$ cat config.mk
export PLATFORM = sky130hd
export DESIGN_NAME = fp_status_word
export DESIGN_NICKNAME = d
export VERILOG_FILES = /design/src/rtl/fpsw_pkg.sv /design/src/rtl/fpsw_flag_fold.sv /design/src/rtl/fpsw_cmp_update.sv /design/src/rtl/fpsw_ctrl_decode.sv /design/src/rtl/fp_status_word.sv
export SDC_FILE = /design/constraint.sdc
export NUM_CORES = 1
export LEC_CHECK = 0
export ABC_AREA = 1
export ABC_CLOCK_PERIOD_IN_PS = 1300
export BUFFER_PORTS_ARGS = -buffer_cell sky130_fd_sc_hd__buf_2
export CAP_MARGIN = 10
export CORE_ASPECT_RATIO = 0.7
export CORE_UTILIZATION = 46
export DETAILED_ROUTE_END_ITERATION = 10
export GPL_TIMING_DRIVEN = 0
export PLACE_DENSITY = 0.89
export SYNTH_ARGS = -nofsm -noshare
export SYNTH_HDL_FRONTEND = slang
export SYNTH_SLANG_ARGS = --single-unit
$ cat constraint.sdc
create_clock -name clk -period 1.3 [get_ports clk]
set_input_delay 0.065 -clock clk [delete_from_list [all_inputs] [get_ports clk]]
set_output_delay 0.065 -clock clk [all_outputs]
set_load 0.01 [all_outputs]
$ cat src/rtl/fpsw_pkg.sv
package fpsw_pkg;
    localparam int WORD_W     = 32;
    localparam int FLAG_W     = 5;
    localparam int FLAG_LSB   = 27;
    localparam int ENABLE_LSB = 0;
    localparam int RND_LSB    = 9;
    localparam int FLUSH_BIT  = 5;
    localparam int CMP_BIT    = 26;
    localparam int QUEUE_TOP  = 21;
    localparam int QUEUE_LEN  = 10;
    localparam int QUEUE_BASE = QUEUE_TOP - QUEUE_LEN;
    localparam int IDX_W      = 3;

    typedef enum logic [1:0] {
        RND_NEAREST = 2'd0,
        RND_ZERO    = 2'd1,
        RND_POS_INF = 2'd2,
        RND_NEG_INF = 2'd3
    } round_e;

    typedef enum logic [1:0] {
        REL_GT = 2'd0,
        REL_LT = 2'd1,
        REL_EQ = 2'd2,
        REL_UN = 2'd3
    } relation_e;

    typedef struct packed {
        logic              valid;
        relation_e         rel;
        logic [FLAG_W-1:0] mask;
        logic [IDX_W-1:0]  idx;
    } cmp_req_t;

    function automatic logic select_cond(relation_e rel, logic [FLAG_W-1:0] mask);
        logic r;
        case (rel)
            REL_GT:  r = mask[4];
            REL_LT:  r = mask[3];
            REL_EQ:  r = mask[2];
            default: r = mask[1];
        endcase
        return r;
    endfunction
endpackage

$ cat src/rtl/fpsw_flag_fold.sv
module fpsw_flag_fold
    import fpsw_pkg::*;
(
    input  logic [WORD_W-1:0] word_i,
    input  logic              apply_i,
    input  logic [FLAG_W-1:0] flags_i,
    output logic [WORD_W-1:0] word_o,
    output logic              trap_o
);
    logic [FLAG_W-1:0] hit;

    assign hit = flags_i & word_i[ENABLE_LSB +: FLAG_W];

    always_comb begin
        word_o = word_i;
        if (apply_i) begin
            word_o[FLAG_LSB +: FLAG_W] = word_i[FLAG_LSB +: FLAG_W] | flags_i;
        end
    end

    assign trap_o = apply_i && (hit != '0);
endmodule

$ cat src/rtl/fpsw_cmp_update.sv
module fpsw_cmp_update
    import fpsw_pkg::*;
(
    input  logic [WORD_W-1:0] word_i,
    input  cmp_req_t          req_i,
    output logic [WORD_W-1:0] word_o
);
    logic                 outcome;
    logic [QUEUE_LEN-1:0] shifted;

    assign outcome = select_cond(req_i.rel, req_i.mask);

    genvar g;
    generate
        for (g = 0; g < QUEUE_LEN; g++) begin : g_shift
            assign shifted[g] = word_i[QUEUE_BASE + g + 1];
        end
    endgenerate

    always_comb begin
        word_o = word_i;
        if (req_i.valid) begin
            if (req_i.idx != '0) begin
                word_o[QUEUE_TOP + 1 - int'(req_i.idx)] = outcome;
            end else begin
                word_o[QUEUE_BASE +: QUEUE_LEN] = shifted;
                word_o[QUEUE_TOP]               = word_i[CMP_BIT];
                word_o[CMP_BIT]                 = outcome;
            end
        end
    end
endmodule

$ cat src/rtl/fpsw_ctrl_decode.sv
module fpsw_ctrl_decode
    import fpsw_pkg::*;
(
    input  logic [WORD_W-1:0] word_i,
    output round_e            rnd_o,
    output logic              flush_o
);
    assign rnd_o   = round_e'(word_i[RND_LSB +: 2]);
    assign flush_o = word_i[FLUSH_BIT];
endmodule

$ cat src/rtl/fp_status_word.sv
module fp_status_word
    import fpsw_pkg::*;
(
    input  logic              clk,
    input  logic              rst,
    input  logic              sw_we,
    input  logic [WORD_W-1:0] sw_wdata,
    input  logic              op_done,
    input  logic [FLAG_W-1:0] op_flags,
    input  logic              cmp_valid,
    input  logic [1:0]        cmp_rel,
    input  logic [FLAG_W-1:0] cmp_mask,
    input  logic [IDX_W-1:0]  cmp_idx,
    output logic [WORD_W-1:0] status_word,
    output logic [1:0]        round_mode,
    output logic              flush_zero,
    output logic              assist_trap
);
    logic [WORD_W-1:0] word_q;
    logic [WORD_W-1:0] folded;
    logic [WORD_W-1:0] updated;
    logic              trap_q;
    logic              fold_trap;
    cmp_req_t          req;
    round_e            rnd;

    assign req.valid = cmp_valid;
    assign req.rel   = relation_e'(cmp_rel);
    assign req.mask  = cmp_mask;
    assign req.idx   = cmp_idx;

    fpsw_flag_fold u_fold (
        .word_i  (word_q),
        .apply_i (op_done | cmp_valid),
        .flags_i (op_flags),
        .word_o  (folded),
        .trap_o  (fold_trap)
    );

    fpsw_cmp_update u_cmp (
        .word_i (folded),
        .req_i  (req),
        .word_o (updated)
    );

    fpsw_ctrl_decode u_dec (
        .word_i  (word_q),
        .rnd_o   (rnd),
        .flush_o (flush_zero)
    );

    always_ff @(posedge clk) begin
        if (rst) begin
            word_q <= '0;
            trap_q <= 1'b0;
        end else if (sw_we) begin
            word_q <= sw_wdata;
            trap_q <= 1'b0;
        end else begin
            word_q <= updated;
            trap_q <= fold_trap;
        end
    end

    assign status_word = word_q;
    assign round_mode  = rnd;
    assign assist_trap = trap_q;

    a_r2_sw_load: assert property (@(posedge clk) disable iff (rst)
        sw_we |=> (status_word == $past(sw_wdata)) && !assist_trap);

    a_r4_sticky_flags: assert property (@(posedge clk) disable iff (rst)
        !sw_we |=> ((status_word[31:27] & $past(status_word[31:27])) == $past(status_word[31:27])));

    a_r5_trap_needs_strobe: assert property (@(posedge clk) disable iff (rst)
        (sw_we || !(op_done || cmp_valid)) |=> !assist_trap);

    a_r5_enables_hold: assert property (@(posedge clk) disable iff (rst)
        !sw_we |=> $stable(status_word[4:0]));

    a_r7_target_spares_queue: assert property (@(posedge clk) disable iff (rst)
        (cmp_valid && !sw_we && cmp_idx != '0) |=> $stable(status_word[26:22]) && $stable(status_word[14:11]));

    a_r8_queue_shift: assert property (@(posedge clk) disable iff (rst)
        (cmp_valid && !sw_we && cmp_idx == '0) |=> (status_word[20:11] == $past(status_word[21:12]))
                                                  && (status_word[21] == $past(status_word[26])));

    a_r10_idle_hold: assert property (@(posedge clk) disable iff (rst)
        (!sw_we && !op_done && !cmp_valid) |=> $stable(status_word));
endmodule

# Word-level counts from Yosys, hierarchy flattened
# Cells that the tools add are included.
# classes
multipliers,0
n_reduce_logical,9
n_eq_ne,2
div,0
shifts,0
n_mux,12
n_lt_le_gt_ge,2
n_bitwise,3
n_addsub,1
# op_table
operator,count
32-bit two-way mux,2
32-bit bitwise mux,1
"32-bit by 1-bit >= comparator with 1-bit output, second input constant",1
"32-bit by 7-bit less-than comparator with 1-bit output, second input constant",1
11-bit two-way mux,2
5-bit two-way mux,2
"5-bit by 3-bit subtractor with 6-bit output, first input constant",1
5-bit bitwise AND,1
1-bit demux with 5-bit select,1
5-bit bitwise OR,1
5-bit nonzero test,1
4-bit two-way mux,1
2-bit nonzero test,2
1-bit case mux with 3 select lines,1
3-bit nonzero test,1
"2-bit by 1-bit equality test with 1-bit output, second input constant",1
"2-bit equality test, second input constant",1
1-bit logical AND,2
2-bit logical NOT,1
1-bit two-way mux,2
2-bit AND reduction,1
2-bit OR reduction,1
1-bit bitwise OR,1
# word_totals
mem_count,0
output_inout_bits,36
latchBits,0
ff_bits,33
elab_cells,33
rom_bits,0
ramBits,0
in_bits,52

# Longest topological paths before layout
# Gate-level depths: netlist of run 1.
# depth
word_depth,9
depth_mapped,11

# Hierarchy
# A second synthesis of run 1 with hierarchy kept.
# unflattened
cells_unflattened,424
area_unflattened_um2,2473.6
# modules_own_cells
module,instances,seq_area_each_um2,cells_each,area_each_um2
fp_status_word,1,660.6,207,1358.8
fpsw_cmp_update,1,0.0,172,812.0
fpsw_flag_fold,1,0.0,42,280.3
fpsw_ctrl_decode,1,0.0,3,22.5

# Least setup slack after synthesis of run 1
# No wires, ideal clock.
# synth_path
path_kind,in2reg
start,input port cmp_idx[1]
end,register word_q[21] (netlist: status_word[21])
stages,9
setup_time_ns,0.120
t_arrival_ns,1.057
path_buffers,0
slack_ns,0.123
cell_sequence,nand2_1 -> inv_1 -> ha_1 -> inv_1 -> nand3_1 -> nor2_1 -> nand2_1 -> a21oi_1 -> a21oi_1
# synth_between
elab_chain_len,9
elab_cells_between_ends,11
cone_classes,1 x add/sub; 2 x order compare; 6 x mux; 2 x reduce/logical
# synth_rtl
element,line_no,rtl
"start, declared",fp_status_word.sv:13,"input logic [IDX_W-1:0] cmp_idx,"
5-bit by 3-bit subtractor with 6-bit output,fpsw_cmp_update.sv:24,word_o[QUEUE_TOP + 1 - int'(req_i.idx)] = outcome;
32-bit by 1-bit >= comparator with 1-bit output (implied by the code) / 32-bit by 7-bit less-than comparator with 1-bit output (equally long branches),fpsw_cmp_update.sv:24,
1-bit logical AND (implied by the code),fpsw_cmp_update.sv:24,
1-bit two-way mux (implied by the code),fpsw_cmp_update.sv:24,
1-bit demux with 5-bit select,--,
32-bit bitwise mux,fpsw_cmp_update.sv:24,
11-bit two-way mux (*),fpsw_cmp_update.sv:23,if (req_i.idx != '0) begin
32-bit two-way mux (*),fpsw_cmp_update.sv:22,if (req_i.valid) begin
32-bit two-way mux (*),fp_status_word.sv:56,end else if (sw_we) begin
"end signal, assigned",fp_status_word.sv:57,word_q <= sw_wdata;
"end signal, assigned",fp_status_word.sv:60,word_q <= updated;
"end, declared",fp_status_word.sv:19,logic [WORD_W-1:0] word_q;
# Mark *: on every way between the ends. The rest lies on a longest branch, timed or not. The select of a mux whose other input is x is not followed.
# A chain may end at the register's enable or synchronous reset.

# Worst setup path in the final report of run 1
# layout_path
start,input port cmp_idx[0]
end,register word_q[21] (netlist: status_word[21])
# The elaborated chain is that of the path after synthesis.

==> metrics.md, run 1 <==
| Metric | Value |
|---|---|
| Hpwl dp | 3920 microns |
| Synth Cell Area | 1840 sq um |
| Final nets | 431 |
| Layout cells sized above 1 | 30.7% |
| Class of the worst hold path | in -> reg |
| DRC Markers | 0 |
| Power, Total | 2.66 mW |
| CP required | 1.47 ns |
| Period utilization | 90.9% |
| Endpoints failing setup | 0 |
| WL met3 | 364 microns |
| FF+latch count, synth | 33 |
| Placed cell count | 420 |
| Complex-gate fraction of the synthesized area | 14.1% |
| Leak Pwr | 1.34 nW |
| Vias | 2124 |
| Initial antenna violation count | 0 |
| Core Region | 3670 sq um |
| Worst-Skew Late Latency | 0.28 ns |
| Syn Nets | 341 |
| CTS Sinks | 33 |
| Post-synth cell types | 26 |
| Vias in the first global route | 1823 |
| Initial DRC count | 162 |
| Root Buffer | clkbuf_8 |
| Fmax | 0.846 GHz |
| Slew Limit Headroom | 63.9% |
| Clock Path Buffers | 2 |
| Unrepaired setup endpoints after global routing | false |
| Synth Instances | 287 |
| Die area | 4260 sq um |
| CTS tree | done |
| GPL Wtd Cong | 0.958 |
| Port bufs | 83 |
| Worst setup EP type | flop |
| XOR/XNOR Fraction of Synth Area | 0% |
| Critical Path AT | 1.35 ns |
| Initial DRT Pass Iterations | 4 |
| Cts hold-fix bufs | 0 |
| First-pass GRT wire length | 8050 microns |
| Metal2 WL | 2370 microns |
| # IOs | 88 |
| Simple-gate area share of the yosys netlist | 36.3% |
| CP Max Fanout | 6 |
| Mux cell area share after synthesis | 0% |
| Rows | 18 |
| Detailed-route vias per instance | 4.96 |
| Die Y | 54.9 microns |
| Crit path launch type | input pin |
| Diodes inserted | 0 |
| Adder-cell share of the synthesized area | 1.36% |
| Tot GR Track Use | 24.7% |
| Gr ovfl total | 0 |
| Largest net degree at the start of global routing | 11 |
| Area Growth Syn to Fin | 33.4% |
| Final Slew Violations | 0 |
| Final min period | 1.18 ns |
| Syn_area_per_cell | 6.41 sq um |
| Power per cell area | 1090 nW/um^2 |
| Kind of critical path | in -> reg |
| Largest family of logic cells by synthesized area | simple AND/OR/NAND/NOR gates |
| Status | finished, final reports clean |
| Die Span X | 77.6 microns |
| Total routed wirelength | 5250 microns |
| Reg clk slew, reported paths | 0.07 ns |
| Starting Density | 50.1% |
| Routed WL per cell | 12.3 microns |
| Metal-1 WL | 2480 microns |
| Worst Clk Skew | 0.00419 ns |
| DR top layer | met4 |
| Final Non-Filler Cells | 428 |
| Hold Fails Final Rpt | 0 |
| Seq/Total Area, Yosys | 35.9% |
| Slew @ Worst Pin | 0.539 ns |
| CTS buffer count | 5 |
| H-tree levels | 2 |
| Max Cap Viol | 0 |
| DRT antenna net count | 0 |
| Synth warn | 0 |
| Max VDD drop | 0.749 mV |
[worst paths after layout]
| kind | startpoint | endpoint | slack [ns] | depth (start not counted) |
|---|---|---|---|---|
| max | cmp_idx[0] | status_word[21] | 0.12 | 10 |
| min | sw_wdata[5] | status_word[5] | 0.01 | 3 |
| max reg2reg | status_word[18] | status_word[18] | 0.43 | 4 |
| min reg2reg | status_word[6] | status_word[6] | 0.44 | 2 |
[state kept, by name, summed over array words and instances, names as in the netlist]
| name | count |
|---|---|
| status_word | 32 |
| assist_trap | 1 |
[cells by family (layout without fill, tap and decap cells)]
logic type	after synthesis	in the layout
compound gates	45	45
fa+ha+maj	2	2
buf+inv	50	141
flops	33	33
simple gates	157	157
[synth_stat cells (all sizes together)]
cell    count  area (sq um)
a31oi       6          52.6
nand3      26           135
nor2       44           173
clkbuf      2          7.51
dfxtp      33           661
o21ai      22           114
nand3b      2          15.0
or2         1          6.26
inv        35           131
nand4       5          31.3
a221oi      1          8.76
ha          2          25.0
nor3        1          10.0
buf        13          87.6
nand2      78           298
a21oi      14          70.1
a21boi      2          15.0
[cells in the final DEF (no fill, tap or decap), types with 2 or more instances in the layout]
cell type and instances:
buf_4 4, inv_1 32, buf_6 2, nand4_1 5
o21ai_0 20, clkbuf_1 3, nand3b_1 2, buf_2 89
inv_2 3, nor2_1 41, nand3_1 25, dfxtp_1 33
a31oi_1 5, nand2_2 2, nand2_1 76, a21oi_1 14
clkbuf_8 6, nor2_2 2, a21boi_0 2
[layout make-up]
class	count	area, sq um
Multi-Input combinational cell	204	971
Inverter	35	131
Timing Repair Buffer	83	418
Buffer	15	95.1
Clock inverter	1	30.0
Fill cell	345	1220
Clock buffer	7	86.3
Tap cell	50	62.6
Sequential cell	33	661
[stage by stage]
step | setup slack (ns) | hold slack, ns | util [%] | TNS, ns | instance area [sq um]
after detailed placement | -0.239 | 0.294 | 63.2 | -0.990 | 2320
after global routing | 0.0277 | 0.0225 | 66.9 | 0 | 2450
final | 0.119 | 0.0116 | 66.9 | 0 | 2450
after global placement | -0.189 | 0.287 | 63.2 | -0.699 | 2320
after floorplan | 0.123 | 0.200 | - | 0 | 1840
after CTS | 0.0343 | 0.0118 | 66.4 | 0 | 2440
[worst max-delay path, cell delays in order]
cell and delay [ns]:
buf_2 0.16, nand2_1 0.07, inv_1 0.13, ha_4 0.24
inv_2 0.08, nand3_1 0.11, nor2_2 0.16, nand2_1 0.10
a21oi_1 0.15, a21oi_1 0.08
[timing repair]
| action | 4_1_cts | 5_1_grt |
|---|---|---|
| resized for setup | 1 | 6 |
| setup buffers | 0 | 0 |
| pin swaps | 0 | 1 |
| gates cloned | 0 | 0 |
| endpoints found under the setup margin | 1 | 5 |
[layer usage]
layer / up-vias / GRT usage [%]
met5: - / 0
met4: 0 / 5.03
met3: 4 / 6.89
met2: 83 / 42.3
met1: 946 / 31.8
li1: 1091 / -
[power by group]
group	switching (mW)	internal [mW]	total [mW]
clock network	0.364	0.625	0.989
logic	0.324	0.229	0.553
registers	0.0395	1.08	1.12
No activity file was read; power rests on OpenSTA's default activity.
==> run 2, diff against run 1 <==
- ABC_AREA: 1 -> default
==> run 2 against run 1 <==
Net effect:
- the run now ends with setup timing left
- routed wire length up 5.1%
- clock power about the same
- clock skew up 0.0025 ns
- critical endpoint is now status_word[15]
==> metrics.md, run 2 <==
| Metric | Value |
|---|---|
| XOR/XNOR Fraction of Synth Area | 0% (unchanged) |
| Largest family of logic cells by synthesized area | simple AND/OR/NAND/NOR gates |
| Detailed-route vias per instance | 5.64 (+14%) |
| Hold Fails Final Rpt | 0 (unchanged) |
| Hpwl dp | 4020 microns (+2.3%) |
| H-tree levels | 2 (unchanged) |
| Worst Hold Depth | 3 (unchanged) |
| Total routed wirelength | 5520 microns (+5.1%) |
| Period utilization | 101% (+10 points) |
| Final nets | 349 (-19%) |
| Gr ovfl total | 0 (unchanged) |
| Routed WL per cell | 16.0 microns (+30%) |
| Final min period | 1.31 ns (+0.133 ns) |
| Syn Nets | 253 (-26%) |
| Layout cells sized above 1 | 44.9% (+14 points) |
| Worst setup EP type | flop |
| Area Growth Syn to Fin | 41.2% |
| Failing checks | setup timing |
| Syn_area_per_cell | 8.93 sq um (+39%) |
| Yosys top cell by area | dfxtp_1 |
| Diodes inserted | 0 (unchanged) |
| Vias | 1951 (-8.1%) |
| CTS buffer count | 5 (unchanged) |
| Synth warn | 0 (unchanged) |
| Clock Path Buffers | 2 (unchanged) |
| Slew Limit Headroom | 56.2% (-7.7 points) |
| Post-synth top cells | dfxtp_1 (33), nor2_1 (30), mux2i_1 (16) |
| Worst-Skew Late Latency | 0.30 ns (+0.02 ns) |
| DP Area | 2290 sq um (-1.0%) |
| Top cell type's share of synthesized area | 37.2% (+1.3 points) |
| Endpoints failing setup | 1 (+1) |
| Largest net degree at the start of global routing | 11 (unchanged) |
| Adder-cell share of the synthesized area | 1.41% (+0.049 points) |
| Simple-gate area share of the yosys netlist | 21.3% (-15 points) |
| Crit path launch type | input pin |
| Class of the worst hold path | in -> reg |
| Unrepaired setup endpoints after global routing | true |
| Rows | 18 (unchanged) |
| Die Span X | 76.3 microns (-1.7%) |
| Post-synth EDFFs | 0 (unchanged) |
| Worst R2R Path Depth | 2 (-2) |
| Complex-gate fraction of the synthesized area | 20.9% (+6.8 points) |
| CP required | 1.45 ns (-0.02 ns) |
| CTS tree | done |
| Worst Hold Launch | sw_wdata[24] |
| Slew @ Worst Pin | 0.657 ns (+0.117 ns) |
| Register area | 661 sq um (unchanged) |
| Final worst setup slack | -0.0140 ns (-0.133 ns) |
| DRT antenna net count | 0 (unchanged) |
| RR Endpoint | assist_trap |
| CTS Sinks | 33 (unchanged) |
| Starting Density | 49.3% (-0.83 points) |
| Port bufs | 84 (+1.2%) |
| Max VDD drop | 0.743 mV (-0.89%) |
| Power per cell area | 1090 nW/um^2 (+0.78%) |
| Post-route design area | 2510 sq um (+2.2%) |
| Commonest non-fill, non-tap cell in the layout | buf_2 |
| Synth Cell Area | 1780 sq um (-3.5%) |
| Worst Clk Skew | 0.00665 ns (+0.00247 ns) |
| Critical Path AT | 1.47 ns (+0.12 ns) |
| Synth area leaders | dfxtp_1 (37%), mux2i_1 (9.0%), nor2_1 (6.3%) |
| Tot GR Track Use | 28.8% (+4.1 points) |
| Worst R2R Setup Slack | 0.34 ns (-0.09 ns) |
| Primary FF master, synth | dfxtp_1 |
| CP max-delay cell | a311oi_4 |
| Core Region | 3600 sq um (-1.8%) |
| Synth Instances | 199 (-31%) |
| Die area | 4120 sq um (-3.4%) |
| Seq/Total Area, Yosys | 37.2% (+1.3 points) |
| Pre-CTS WS | -0.420 ns (-0.182 ns) |
| Max Cap Viol | 0 (unchanged) |
| DRC Markers | 0 (unchanged) |
| Final Slew Violations | 0 (unchanged) |
| Kind of critical path | in -> reg |
| FF+latch count, synth | 33 (unchanged) |
| Vias in the first global route | 1858 (+1.9%) |
| Reg2Reg Launch Point | status_word[2] |
| Leak Pwr | 1.19 nW (-11%) |
| # IOs | 88 (unchanged) |
| Initial DRT Pass Iterations | 5 (+1) |
| Post-synth cell types | 45 (+73%) |
| Ys async rst share | 0% (unchanged) |
| Largest register FFs | 32 (unchanged) |
| First-pass GRT wire length | 8930 microns (+11%) |
| Mux cell area share after synthesis | 13.5% (+13 points) |
| Worst hold endpoint | status_word[24] |
| Initial antenna violation count | 0 (unchanged) |
| Fillers | 293 (-15%) |
| Worst path max stage delay | 0.32 ns (+0.08 ns) |
| Power, Total | 2.74 mW (+3.0%) |
| CP Max Fanout | 6 (unchanged) |
| Multi-input gate area | 1100 sq um (+14%) |
| Most common cell in the netlist | dfxtp_1 |
| Fmax | 0.761 GHz (-10%) |
| Critical Path, Cell by Cell | buf_2, nand2_4, inv_4, ha_4, and3b_1, a311oi_4, buf_4, a221oi_2 |
| Initial DRC count | 142 (-12%) |
| Status | complete, but fails checks |
| Reg clk slew, reported paths | 0.07 ns (about the same) |
| Most frequent cells in the layout | buf_2 (88), dfxtp_1 (33), nor2_1 (29) |
| GPL Wtd Cong | 0.867 (-9.5%) |
| Root Buffer | clkbuf_8 |
| Die Y | 54.0 microns (-1.7%) |
==> run 2: changes by cell type after synthesis, moves of 5 or more <==
cell,change
nand2_1,-61
inv_1,-31
nand3_1,-19
mux2i_1,+16
o21ai_0,-16
a211oi_1,+13
nor2_1,-13
a21oi_1,-7
nor2b_1,+6
clkbuf_1,+5
mux2_2,+5
==> run 2: kinds of logic (layout without fill, tap and decap cells) <==
group           Yosys count  count (layout)
fa+ha+maj                 2               2
buf+inv                  22             119
simple gates             74              74
flops                    33              33
mux                      22              22
compound gates           46              46
==> run 2: how the worst max path moves through the flow <==
| stage | start | to | slack (ns) | depth (start not counted) |
|---|---|---|---|---|
| after global placement | cmp_idx[0] | status_word[21] | -0.36 | 8 |
| after detailed placement | cmp_idx[0] | status_word[21] | -0.42 | 8 |
| after floorplan | cmp_idx[1] | status_word[15] | 0.02 | 7 |
| final | cmp_idx[0] | status_word[15] | -0.01 | 8 |
| after CTS | cmp_idx[0] | status_word[15] | -0.06 | 8 |
| after global routing | cmp_idx[0] | status_word[15] | -0.05 | 8 |
==> run 2: per-layer routing <==
layer | track usage [%] | vias up | share of wire, %
met5 | 0 | - | 0
met4 | 8.33 | 0 | 1.8
met3 | 7.29 | 14 | 6.2
met2 | 51.8 | 91 | 49
met1 | 35.0 | 929 | 43
li1 | - | 917 | -
==> run 2: critical path: cells and delay by family <==
kind / cells / cell delay [ns]
AO/OA/AOI/OAI: 2 / 0.37
buffers and inverters: 3 / 0.39
AND/OR/NAND/NOR: 2 / 0.33
adder cells (fa/ha/maj): 1 / 0.31
==> run 2: repair_timing <==
| action | 4_1_cts | 5_1_grt |
|---|---|---|
| hold endpoints to repair | 0 | 0 |
| setup buffers | 0 | 5 |
| setup endpoints to repair | 9 | 12 |
| gates resized for setup | 2 | 11 |
| hold buffers | 0 | 0 |
| pin swaps | 1 | 6 |
==> run 2: report_power, final <==
group,internal [mW],leakage [nW],switching (mW),total [mW]
Combinational,0.275,0.863,0.323,0.598
Clock,0.625,0.0585,0.391,1.02
Sequential,1.08,0.273,0.0494,1.13
Total,1.98,1.19,0.763,2.74
==> run 2: metrics by stage <==
step / util (%) / setup TNS, ns / hold WS, ns / cells
after floorplan: - / 0 / 0.210 / 199
after global placement: 63.7 / -5.02 / 0.296 / 333
after detailed placement: 63.7 / -5.96 / 0.310 / 333
after CTS: 67.2 / -0.0638 / 0.0175 / 341
after global routing: 69.6 / -0.0822 / 0.0111 / 346
final: 69.6 / -0.0140 / 0.00650 / 346
==> run 2: layout make-up <==
class                           count  area share [%]
Buffer                             18            3.49
Clock inverter                      1            1.20
Sequential cell                    33            26.3
Clock buffer                        7            3.44
Tap cell                           50            2.49
Timing Repair Buffer               89            18.4
Multi-Input combinational cell    144            44.0
Inverter                            4           0.698
==> run 3, diff against run 2 <==
- ABC_AREA: default -> 1
- CORE_UTILIZATION: 46 -> 45
- PLACE_DENSITY: 0.89 -> 0.87
==> run 3 against run 2 <==
Net effect:
- the flow now finishes without violations
- die area grew 5.7%
- cell count grew 26%
- clock power is essentially flat
- combinational power shrank 4.8%
==> metrics.md, run 3 (synthesis gave the netlist of run 1 again) <==
| Metric | Value |
|---|---|
| Area Growth Syn to Fin | 37.0% |
| Kind of critical path | in -> reg |
| Die Span X | 78.4 microns (+2.8%) |
| Tot GR Track Use | 27.8% (-0.99 points) |
| Busiest grt layer | met2 |
| Starting Density | 46.9% (-2.4 points) |
| DP Area | 2320 sq um (+1.1%) |
| Critical Path AT | 1.38 ns (-0.09 ns) |
| Routed WL per cell | 12.6 microns (-21%) |
| Worst setup EP type | flop |
| DRT antenna net count | 0 (unchanged) |
| Worst R2R Path Depth | 4 (+2) |
| Endpoints failing setup | 0 (-1) |
| CP Max Fanout | 6 (unchanged) |
| Final Slew Violations | 0 (unchanged) |
| Final nets | 438 (+26%) |
| Final min period | 1.20 ns (-0.110 ns) |
| Rows | 19 (+1) |
| Period utilization | 92.6% (-8.5 points) |
| Max Cap Viol | 0 (unchanged) |
| CP required | 1.48 ns (+0.03 ns) |
| Max VDD drop | 0.674 mV (-9.2%) |
| Worst Clk Skew | 0.00176 ns (-0.00489 ns) |
| Reg clk slew, reported paths | 0.07 ns (about the same) |
| Diodes inserted | 0 (unchanged) |
| Port bufs | 83 (-1.2%) |
| Vias | 2213 (+13%) |
| Initial DRT Pass Iterations | 4 (-1) |
| Gr ovfl total | 0 (unchanged) |
| Leak Pwr | 1.37 nW (+15%) |
| Hold Fails Final Rpt | 0 (unchanged) |
| H-tree levels | 2 (unchanged) |
| Commonest non-fill, non-tap cell in the layout | buf_2 |
| Worst-Skew Late Latency | 0.29 ns (about the same) |
| Class of the worst hold path | in -> reg |
| # IOs | 88 (unchanged) |
| First-pass GRT wire length | 9290 microns (+4.1%) |
| Status | finished, final reports clean |
| Worst R2R Setup Slack | 0.44 ns (+0.10 ns) |
| Largest register FFs | 32 (unchanged) |
| Total routed wirelength | 5510 microns (-0.20%) |
| Vias in the first global route | 2115 (+14%) |
| Worst setup path start | cmp_idx[1] |
| CTS buffer count | 5 (unchanged) |
| CP max-delay cell | ha_2 |
| Critical Path, Cell by Cell | buf_2, nand2_1, inv_1, ha_2, inv_2, nand3_1, nor2_2, nand2_1, a21oi_1, a21oi_1 |
| Postcts setup bufs | 0 (unchanged) |
| Layout Utilization | 64.3% (-5.3 points) |
| Power per cell area | 1070 nW/um^2 (-1.9%) |
| Clock Path Buffers | 2 (unchanged) |
| Die area | 4350 sq um (+5.7%) |
| GPL Wtd Cong | 0.928 (+7.1%) |
| Fmax | 0.831 GHz (+9.2%) |
| Met3 GRT Util | 8.93% (+1.6 points) |
| Slew @ Worst Pin | 0.536 ns (-0.121 ns) |
| RR Endpoint | assist_trap |
| Die Y | 55.5 microns (+2.8%) |
| Initial antenna violation count | 0 (unchanged) |
| Initial DRC count | 141 (-0.70%) |
| Slew Limit Headroom | 64.2% (+7.9 points) |
| Met2 usage | 44.6% (-7.2 points) |
| CTS tree | done |
| Most frequent cells in the layout | buf_2 (90), nand2_1 (76), nor2_1 (41) |
| Layout cells sized above 1 | 29.9% (-15 points) |
| Detailed-route vias per instance | 5.06 (-10%) |
| CTS Sinks | 33 (unchanged) |
| Setup TNS | 0 ns (+0.0140 ns) |
| Root Buffer | clkbuf_8 |
| Met1 usage | 34.2% (-0.80 points) |
| Crit path launch type | input pin |
| Core Region | 3920 sq um (+8.9%) |
| DRC Markers | 0 (unchanged) |
| Worst path max stage delay | 0.33 ns (about the same) |
| Crit path to | status_word[21] |
| Reg2Reg Launch Point | status_word[4] |
| Largest net degree at the start of global routing | 11 (unchanged) |
| Power, Total | 2.70 mW (-1.5%) |
| Hpwl dp | 4000 microns (-0.38%) |
| Post-route design area | 2520 sq um (+0.50%) |
| Unrepaired setup endpoints after global routing | true |
-- run 3: final cells by class --
class / count / area, sq um
clock inverters: 1 / 30.0
clock buffers: 7 / 86.3
well taps: 52 / 65.1
flip-flops and latches: 33 / 661
repair buffers: 90 / 485
plain buffers: 15 / 95.1
fillers: 364 / 1400
inverters: 35 / 131
multi-input cells: 204 / 967
-- run 3: timing repair --
item,in CTS,in global routing
hold buffers,7,0
hold endpoints to repair,7,0
endpoints found under the setup margin,0,4
resized for setup,0,6
-- run 3: stage by stage --
step | instances | hold WS (ns) | worst slack (ns)
floorplan | 287 | 0.200 | 0.123
global placement | 422 | 0.288 | -0.190
detailed placement | 422 | 0.292 | -0.232
CTS | 437 | 0.000702 | 0.0730
global route | 437 | 0.0134 | -0.00272
finish | 437 | 0.00336 | 0.0962
-- run 3: how the worst min path moves through the flow --
stage,from,cells after the start,slack (ns),end
2_1_floorplan,sw_wdata[0],2,0.20,status_word[0]
3_3_place_gp,sw_wdata[4],3,0.29,status_word[4]
3_5_place_dp,sw_wdata[7],3,0.29,status_word[7]
4_1_cts,sw_wdata[0],3,0.0007,status_word[0]
5_1_grt,sw_wdata[8],3,0.01,status_word[8]
6_report,sw_wdata[0],3,0.003,status_word[0]
-- run 3: report_power, final --
group / switching [mW] / total [mW] / internal (mW)
registers: 0.0431 / 1.13 / 1.08
logic: 0.330 / 0.569 / 0.239
clock network: 0.385 / 1.01 / 0.625
total: 0.758 / 2.70 / 1.95
-- run 3: critical path: cells and delay by family --
kind	cells	cell delay, ns
fa+ha+maj	1	0.33
buf+inv	3	0.34
compound gates	2	0.23
simple gates	4	0.41
-- run 3: layer usage --
metal | share of wire (%) | vias to the layer above
li1 | - | 1106
met5 | 0 | -
met2 | 47 | 81
met3 | 8.1 | 8
met1 | 43 | 1018
met4 | 1.7 | 0
